`src/rtl/rtc_pkg.sv`:
```
package rtc_pkg;
  localparam logic [5:0] RTC_DEV = 6'o13;

  typedef struct packed {
    logic clr_all;
    logic set_en;
    logic set_ie;
    logic skip;
    logic read;
  } rtc_cmd_t;
endpackage

```
`src/rtl/rtc_decode.sv`:
```
module rtc_decode
  import rtc_pkg::*;
(
  input  logic       valid_i,
  input  logic [5:0] dev_i,
  input  logic [2:0] pulse_i,
  output rtc_cmd_t   cmd_o
);
  logic hit;
  assign hit = valid_i && (dev_i == RTC_DEV);

  always_comb begin
    cmd_o         = '0;
    cmd_o.clr_all = hit && ((pulse_i == 3'b010) || (pulse_i[2:1] == 2'b11));
    cmd_o.set_en  = hit && (pulse_i[2:1] == 2'b11);
    cmd_o.set_ie  = hit && (pulse_i == 3'b111);
    cmd_o.skip    = hit && (pulse_i == 3'b011);
    cmd_o.read    = hit && (pulse_i == 3'b100);
  end
endmodule

```
`src/rtl/rtc_counter.sv`:
```
module rtc_counter #(
  parameter int CNT_W = 12,
  parameter int TERM  = (1 << CNT_W) - 1
) (
  input  logic             clk_i,
  input  logic             rst_ni,
  input  logic             tick_i,
  input  logic             en_i,
  input  logic             rd_i,
  output logic             ovf_o,
  output logic [CNT_W-1:0] cap_o
);
  localparam logic [CNT_W-1:0] TERM_V = CNT_W'(TERM);

  logic [CNT_W-1:0] cnt_q, cap_q;

  assign ovf_o = tick_i && en_i && (cnt_q == TERM_V);
  assign cap_o = cap_q;

  always_ff @(posedge clk_i or negedge rst_ni) begin
    if (!rst_ni) begin
      cnt_q <= '0;
      cap_q <= '0;
    end else begin
      if (tick_i && en_i) cnt_q <= ovf_o ? '0 : cnt_q + 1'b1;
      if (ovf_o && !rd_i) cap_q <= cnt_q;  // no capture under a read
    end
  end

  assert_wrap_R2: assert property (@(posedge clk_i) disable iff (!rst_ni)
    (tick_i && en_i && cnt_q == TERM_V) |=> (cnt_q == '0));
  assert_range_R2: assert property (@(posedge clk_i) disable iff (!rst_ni)
    cnt_q <= TERM_V);
  assert_frozen_R1: assert property (@(posedge clk_i) disable iff (!rst_ni)
    !en_i |=> (cnt_q == $past(cnt_q)));
  assert_no_tear_R5: assert property (@(posedge clk_i) disable iff (!rst_ni)
    (ovf_o && rd_i) |=> $stable(cap_q));
endmodule

```
`src/rtl/rtc_ctrl.sv`:
```
module rtc_ctrl
  import rtc_pkg::*;
#(
  parameter int MASK_CYCLES = 80
) (
  input  logic     clk_i,
  input  logic     rst_ni,
  input  rtc_cmd_t cmd_i,
  input  logic     ovf_i,
  output logic     en_o,
  output logic     skip_o,
  output logic     irq_o,
  output logic     flag_buf_o
);
  localparam int MASK_W = (MASK_CYCLES < 2) ? 1 : $clog2(MASK_CYCLES + 1);
  localparam logic [MASK_W-1:0] MASK_V = MASK_W'(MASK_CYCLES);

  logic              flag_q, fbuf_q, en_q, ie_q;
  logic [MASK_W-1:0] mask_q;
  logic              set_ok;

  assign set_ok     = ovf_i && (mask_q == '0) && !cmd_i.clr_all;
  assign skip_o     = cmd_i.skip && flag_q;
  assign irq_o      = flag_q && ie_q;
  assign en_o       = en_q;
  assign flag_buf_o = fbuf_q;

  always_ff @(posedge clk_i or negedge rst_ni) begin
    if (!rst_ni) begin
      flag_q <= 1'b0;
      fbuf_q <= 1'b0;
      en_q   <= 1'b0;
      ie_q   <= 1'b0;
      mask_q <= '0;
    end else begin
      if (cmd_i.clr_all) begin
        flag_q <= 1'b0;
        fbuf_q <= 1'b0;
        en_q   <= cmd_i.set_en;
        ie_q   <= cmd_i.set_ie;
      end else begin
        flag_q <= (flag_q && !cmd_i.skip) || set_ok;  // new event wins over skip
        fbuf_q <= fbuf_q || set_ok;
      end
      if (cmd_i.set_en)       mask_q <= MASK_V;
      else if (mask_q != '0)  mask_q <= mask_q - 1'b1;
    end
  end

  assert_skip_clears_R3: assert property (@(posedge clk_i) disable iff (!rst_ni)
    (skip_o && !ovf_i) |=> !flag_q);
  assert_clear_all_R1: assert property (@(posedge clk_i) disable iff (!rst_ni)
    cmd_i.clr_all |=> (!flag_q && !fbuf_q));
  assert_no_irq_R6: assert property (@(posedge clk_i) disable iff (!rst_ni)
    (cmd_i.clr_all && !cmd_i.set_ie) |=> !irq_o);
  assert_mask_R8: assert property (@(posedge clk_i) disable iff (!rst_ni)
    $rose(flag_q) |-> ($past(mask_q) == '0));
  assert_fbuf_R9: assert property (@(posedge clk_i) disable iff (!rst_ni)
    flag_q |-> fbuf_q);
endmodule

```
`src/rtl/rtc_iot.sv`:
```
module rtc_iot
  import rtc_pkg::*;
#(
  parameter int DATA_W      = 12,
  parameter int CNT_W       = 12,
  parameter int TERM        = (1 << CNT_W) - 1,
  parameter int MASK_CYCLES = 80
) (
  input  logic              clk_i,
  input  logic              rst_ni,
  input  logic              tick_i,
  input  logic              iot_valid_i,
  input  logic [5:0]        dev_i,
  input  logic [2:0]        pulse_i,
  output logic              skip_o,
  output logic              irq_o,
  output logic              ac_clr_o,
  output logic [DATA_W-1:0] rd_data_o,
  output logic              flag_buf_o
);
  rtc_cmd_t         cmd;
  logic             en, ovf;
  logic [CNT_W-1:0] cap;

  rtc_decode u_decode (
    .valid_i (iot_valid_i),
    .dev_i   (dev_i),
    .pulse_i (pulse_i),
    .cmd_o   (cmd)
  );

  rtc_counter #(.CNT_W(CNT_W), .TERM(TERM)) u_counter (
    .clk_i  (clk_i),
    .rst_ni (rst_ni),
    .tick_i (tick_i),
    .en_i   (en),
    .rd_i   (cmd.read),
    .ovf_o  (ovf),
    .cap_o  (cap)
  );

  rtc_ctrl #(.MASK_CYCLES(MASK_CYCLES)) u_ctrl (
    .clk_i      (clk_i),
    .rst_ni     (rst_ni),
    .cmd_i      (cmd),
    .ovf_i      (ovf),
    .en_o       (en),
    .skip_o     (skip_o),
    .irq_o      (irq_o),
    .flag_buf_o (flag_buf_o)
  );

  assign ac_clr_o = cmd.read;

  generate
    if (DATA_W > CNT_W) begin : g_pad
      assign rd_data_o = cmd.read ? {{(DATA_W-CNT_W){1'b0}}, cap} : '0;
    end else begin : g_trim
      assign rd_data_o = cmd.read ? cap[DATA_W-1:0] : '0;
    end
  endgenerate

  assert_read_only_R4: assert property (@(posedge clk_i) disable iff (!rst_ni)
    !ac_clr_o |-> (rd_data_o == '0));
endmodule

```
`config.mk`:
```
export PLATFORM = sky130hd
export DESIGN_NAME = rtc_iot
export DESIGN_NICKNAME = d
export VERILOG_FILES = /design/src/rtl/rtc_pkg.sv /design/src/rtl/rtc_decode.sv /design/src/rtl/rtc_counter.sv /design/src/rtl/rtc_ctrl.sv /design/src/rtl/rtc_iot.sv
export SDC_FILE = /design/constraint.sdc
export NUM_CORES = 1
export LEC_CHECK = 0
export BUFFER_PORTS_ARGS = -buffer_cell sky130_fd_sc_hd__buf_2
export CELL_PAD_IN_SITES_DETAIL_PLACEMENT = 1
export CELL_PAD_IN_SITES_GLOBAL_PLACEMENT = 1
export CORE_MARGIN = 4
export CORE_UTILIZATION = 35
export DETAILED_ROUTE_END_ITERATION = 8
export PLACE_DENSITY = 0.76
export SLEW_MARGIN = 25
export SYNTH_ARGS = -nofsm -noshare
export SYNTH_HDL_FRONTEND = slang
export SYNTH_SLANG_ARGS = --single-unit
```
`constraint.sdc`:
```
create_clock -name clk_i -period 2.1 [get_ports clk_i]
set_input_delay 0.42 -clock clk_i [delete_from_list [all_inputs] [get_ports clk_i]]
set_output_delay 0.42 -clock clk_i [all_outputs]
set_load 0.03 [all_outputs]
```
==> flow_summary.ini <==
[outcome]
status = complete, no violations

[cells_and_area]
final_cell_mix = 35 x dfrtp_1, 28 x buf_2, 14 x and2_1, 14 x nor2_1, 12 x nand2_1
multiInputGateArea_um2 = 783
area_delta_synth_final_pct = 19.9
final_common_cell = dfrtp_1
diodes = 0
ff_latch_area_um2 = 876
nets = 209
fillers = 543
drive_above_1_share_pct = 24.4

[timing]
slew_headroom_pct = 48.7
finalSetupViolCount = 0
slew_violations = 0
hold_viol_final = 0
clock.fmax_ghz = 0.505
min_period_over_period_pct = 94.4
rsz0062_at_grt = false
fin_tns_setup_ns = 0
tightest_slew_ns = 0.770
min_period_ns = 1.98
clock_skew_ns = 0.00412
hold_ws_ns = 0.212

[place]
place_congestion = 0.755
dp_hpwl_um = 2740
portBuffers = 28

[routing]
drt_iter0_drc = 42
drt-vias-per-instance = 5.29
drc = 0
drt_wl_total_um = 3770
drt_first_pass_iters = 4
wl_per_cell_um = 15.4
num_vias = 1296
ant_nets = 0

[logic_synthesis]
yosysTopAreaCell = dfrtp_1
synthDistinctLibCells = 36
ys_warn_count = 0
ys_seq_elements = 35
avgSynthCellArea_um2 = 10.7
synth.cell_area_mm2 = 0.00168
synth-seq-area-share_pct = 52.2
synth_top_cells_by_area = dfrtp_1 52%, and2_1 5.2%, nand2b_1 3.7%
synthCells = 156
synth_fp_nets = 172
synth_top_cell_area_share_pct = 52.2

[grt]
grt_usage_pct = 13.9
grt_pass1_vias = 1381
grt_max_degree = 36
antenna_found_initial = 0
grt_pass1_wl_um = 6610
grt_overflow = 0

[cts]
cts_resized = 0
cts_buffer_depth = 2
postCtsSetupBuffers = 0
cts_buffers = 5
cts-htree-levels = 2
cts_tree = yes
postCtsHoldBufs = 0
cts-root-buf = clkbuf_8
cts_sinks = 35
path_clk_slew_ns = 0.06
clkLatencyLatePin_ns = 0.28

[worst_setup_path]
worstPathArrival_ns = 1.56
worstPathCellList = buf_2 > nor4bb_2 > and3_1 > buf_12 > and2_1 > buf_2
end_kind = output port
critPathBufInv = 3
startpoint_type = primary input
cp_slowest_cell = nor4bb_2
critical_path.max_fanout = 14
required_ns = 1.68
cpMostUsedCell = buf_2
crit_type = primary input to output port
crit_family = simple AND/OR/NAND/NOR gates
cpPeakStageDelay_ns = 0.29

[floorplanning]
rows = 24
pin_count = 29
core_area_mm2 = 0.00450
die_h_um = 77.2
dieArea_mm2 = 0.00596
initial_utilization_pct = 37.2
fp.dieW_um = 77.2

[power]
total_power_uw = 1840
p_per_area_mw_per_mm2 = 918
leakage_uw = 0.00102
vdd_drop_max_uv = 301

[worst_hold_path]
min_path_type = primary input to asynchronous set/reset pin

[flow_run]
drv_cap = 0
==> state kept, by name, indices dropped and copies added (netlist names) <==
register / count
u_counter.cnt_q: 12
u_ctrl.ie_q: 1
u_ctrl.flag_q: 1
u_ctrl.flag_buf_o: 1
u_ctrl.en_o: 1
u_ctrl.mask_q: 7
u_counter.cap_o: 12
==> area by class of cell <==
cell class	instances	area share (%)
Inverter	4	0.747
Tap cell	52	3.24
Clock buffer	6	4.11
Sequential cell	35	43.6
Multi-Input combinational cell	115	39.0
Timing Repair Buffer	32	9.09
Clock inverter	1	0.249
==> final timing paths <==
path / start / end / slack (ns) / cells after the start
max: dev_i[5] / rd_data_o[0] / 0.12 / 6
min: rst_ni / u_counter.cap_o[7]$_DFFE_PN0P_ / 0.21 / 1
max reg2reg: u_counter.cnt_q[0]$_DFFE_PN0P_ / u_counter.cap_o[1]$_DFFE_PN0P_ / 0.25 / 5
min reg2reg: u_counter.cap_o[8]$_DFFE_PN0P_ / u_counter.cap_o[8]$_DFFE_PN0P_ / 0.45 / 1
max in group asynchronous: rst_ni / u_ctrl.mask_q[6]$_DFFE_PN0P_ / 1.41 / 1
min in group clk_i: pulse_i[0] / u_ctrl.ie_q$_DFFE_PN0N_ / 0.43 / 2
==> through the flow <==
stage	util, %	cells	worst slack (ns)	cell area (µm²)
after floorplan	-	156	0.123	1680
after global placement	42.5	238	0.0871	1920
after detailed placement	42.5	238	0.0744	1920
after CTS	44.5	245	0.0680	2000
after global routing	44.6	245	0.00494	2010
final	44.6	245	0.118	2010
==> cells by family (layout without fill, tap and decap cells) <==
kind of cell    Yosys count  count (layout)  synth area share [%]
mux                       2               2                  1.79
flops                    35              35                  52.2
buf+inv                   6              43                  1.42
compound gates           16              16                  6.19
xor+xnor                 11              11                  5.75
fa+ha+maj                 3               3                  2.24
simple gates             83              83                  30.4
==> power breakdown <==
| group | total (µW) | internal, µW | leakage (µW) | switching, µW |
|---|---|---|---|---|
| Clock | 488 | 257 | 0.0000470 | 231 |
| Sequential | 950 | 794 | 0.000461 | 156 |
| Combinational | 407 | 193 | 0.000514 | 214 |
==> metal layers <==
layer / part of all wire (%) / GRT usage [%] / up-vias
met1: 43 / 17.0 / 646
met3: 4.8 / 3.40 / 6
met2: 50 / 23.1 / 34
met4: 2.2 / 6.41 / 0
met5: 0 / 0 / -
li1: - / - / 610
==> cells in the mapped netlist <==
library cell / n
and3b_1: 1
dfrtp_1: 35
nor4_4: 1
nor3_1: 5
or3_2: 1
xor2_1: 4
clkbuf_1: 1
nor2_1: 14
and2_1: 14
nand2b_4: 1
o22a_1: 1
or3_1: 4
nand2b_1: 10
mux2_4: 2
buf_2: 1
nor2b_1: 2
and3_1: 1
nand3_1: 7
ha_1: 3
a21o_1: 2
nor4bb_1: 1
inv_1: 4
nand4_4: 1
nor4b_4: 1
a211o_1: 1
and4_1: 2
a22oi_1: 1
o41ai_1: 1
o22ai_1: 2
o21ai_0: 3
nand2_1: 12
a21oi_1: 4
nand4_1: 3
nor3b_1: 2
a211oi_1: 1
xnor2_1: 7
No activity file was read; power rests on OpenSTA's default activity.
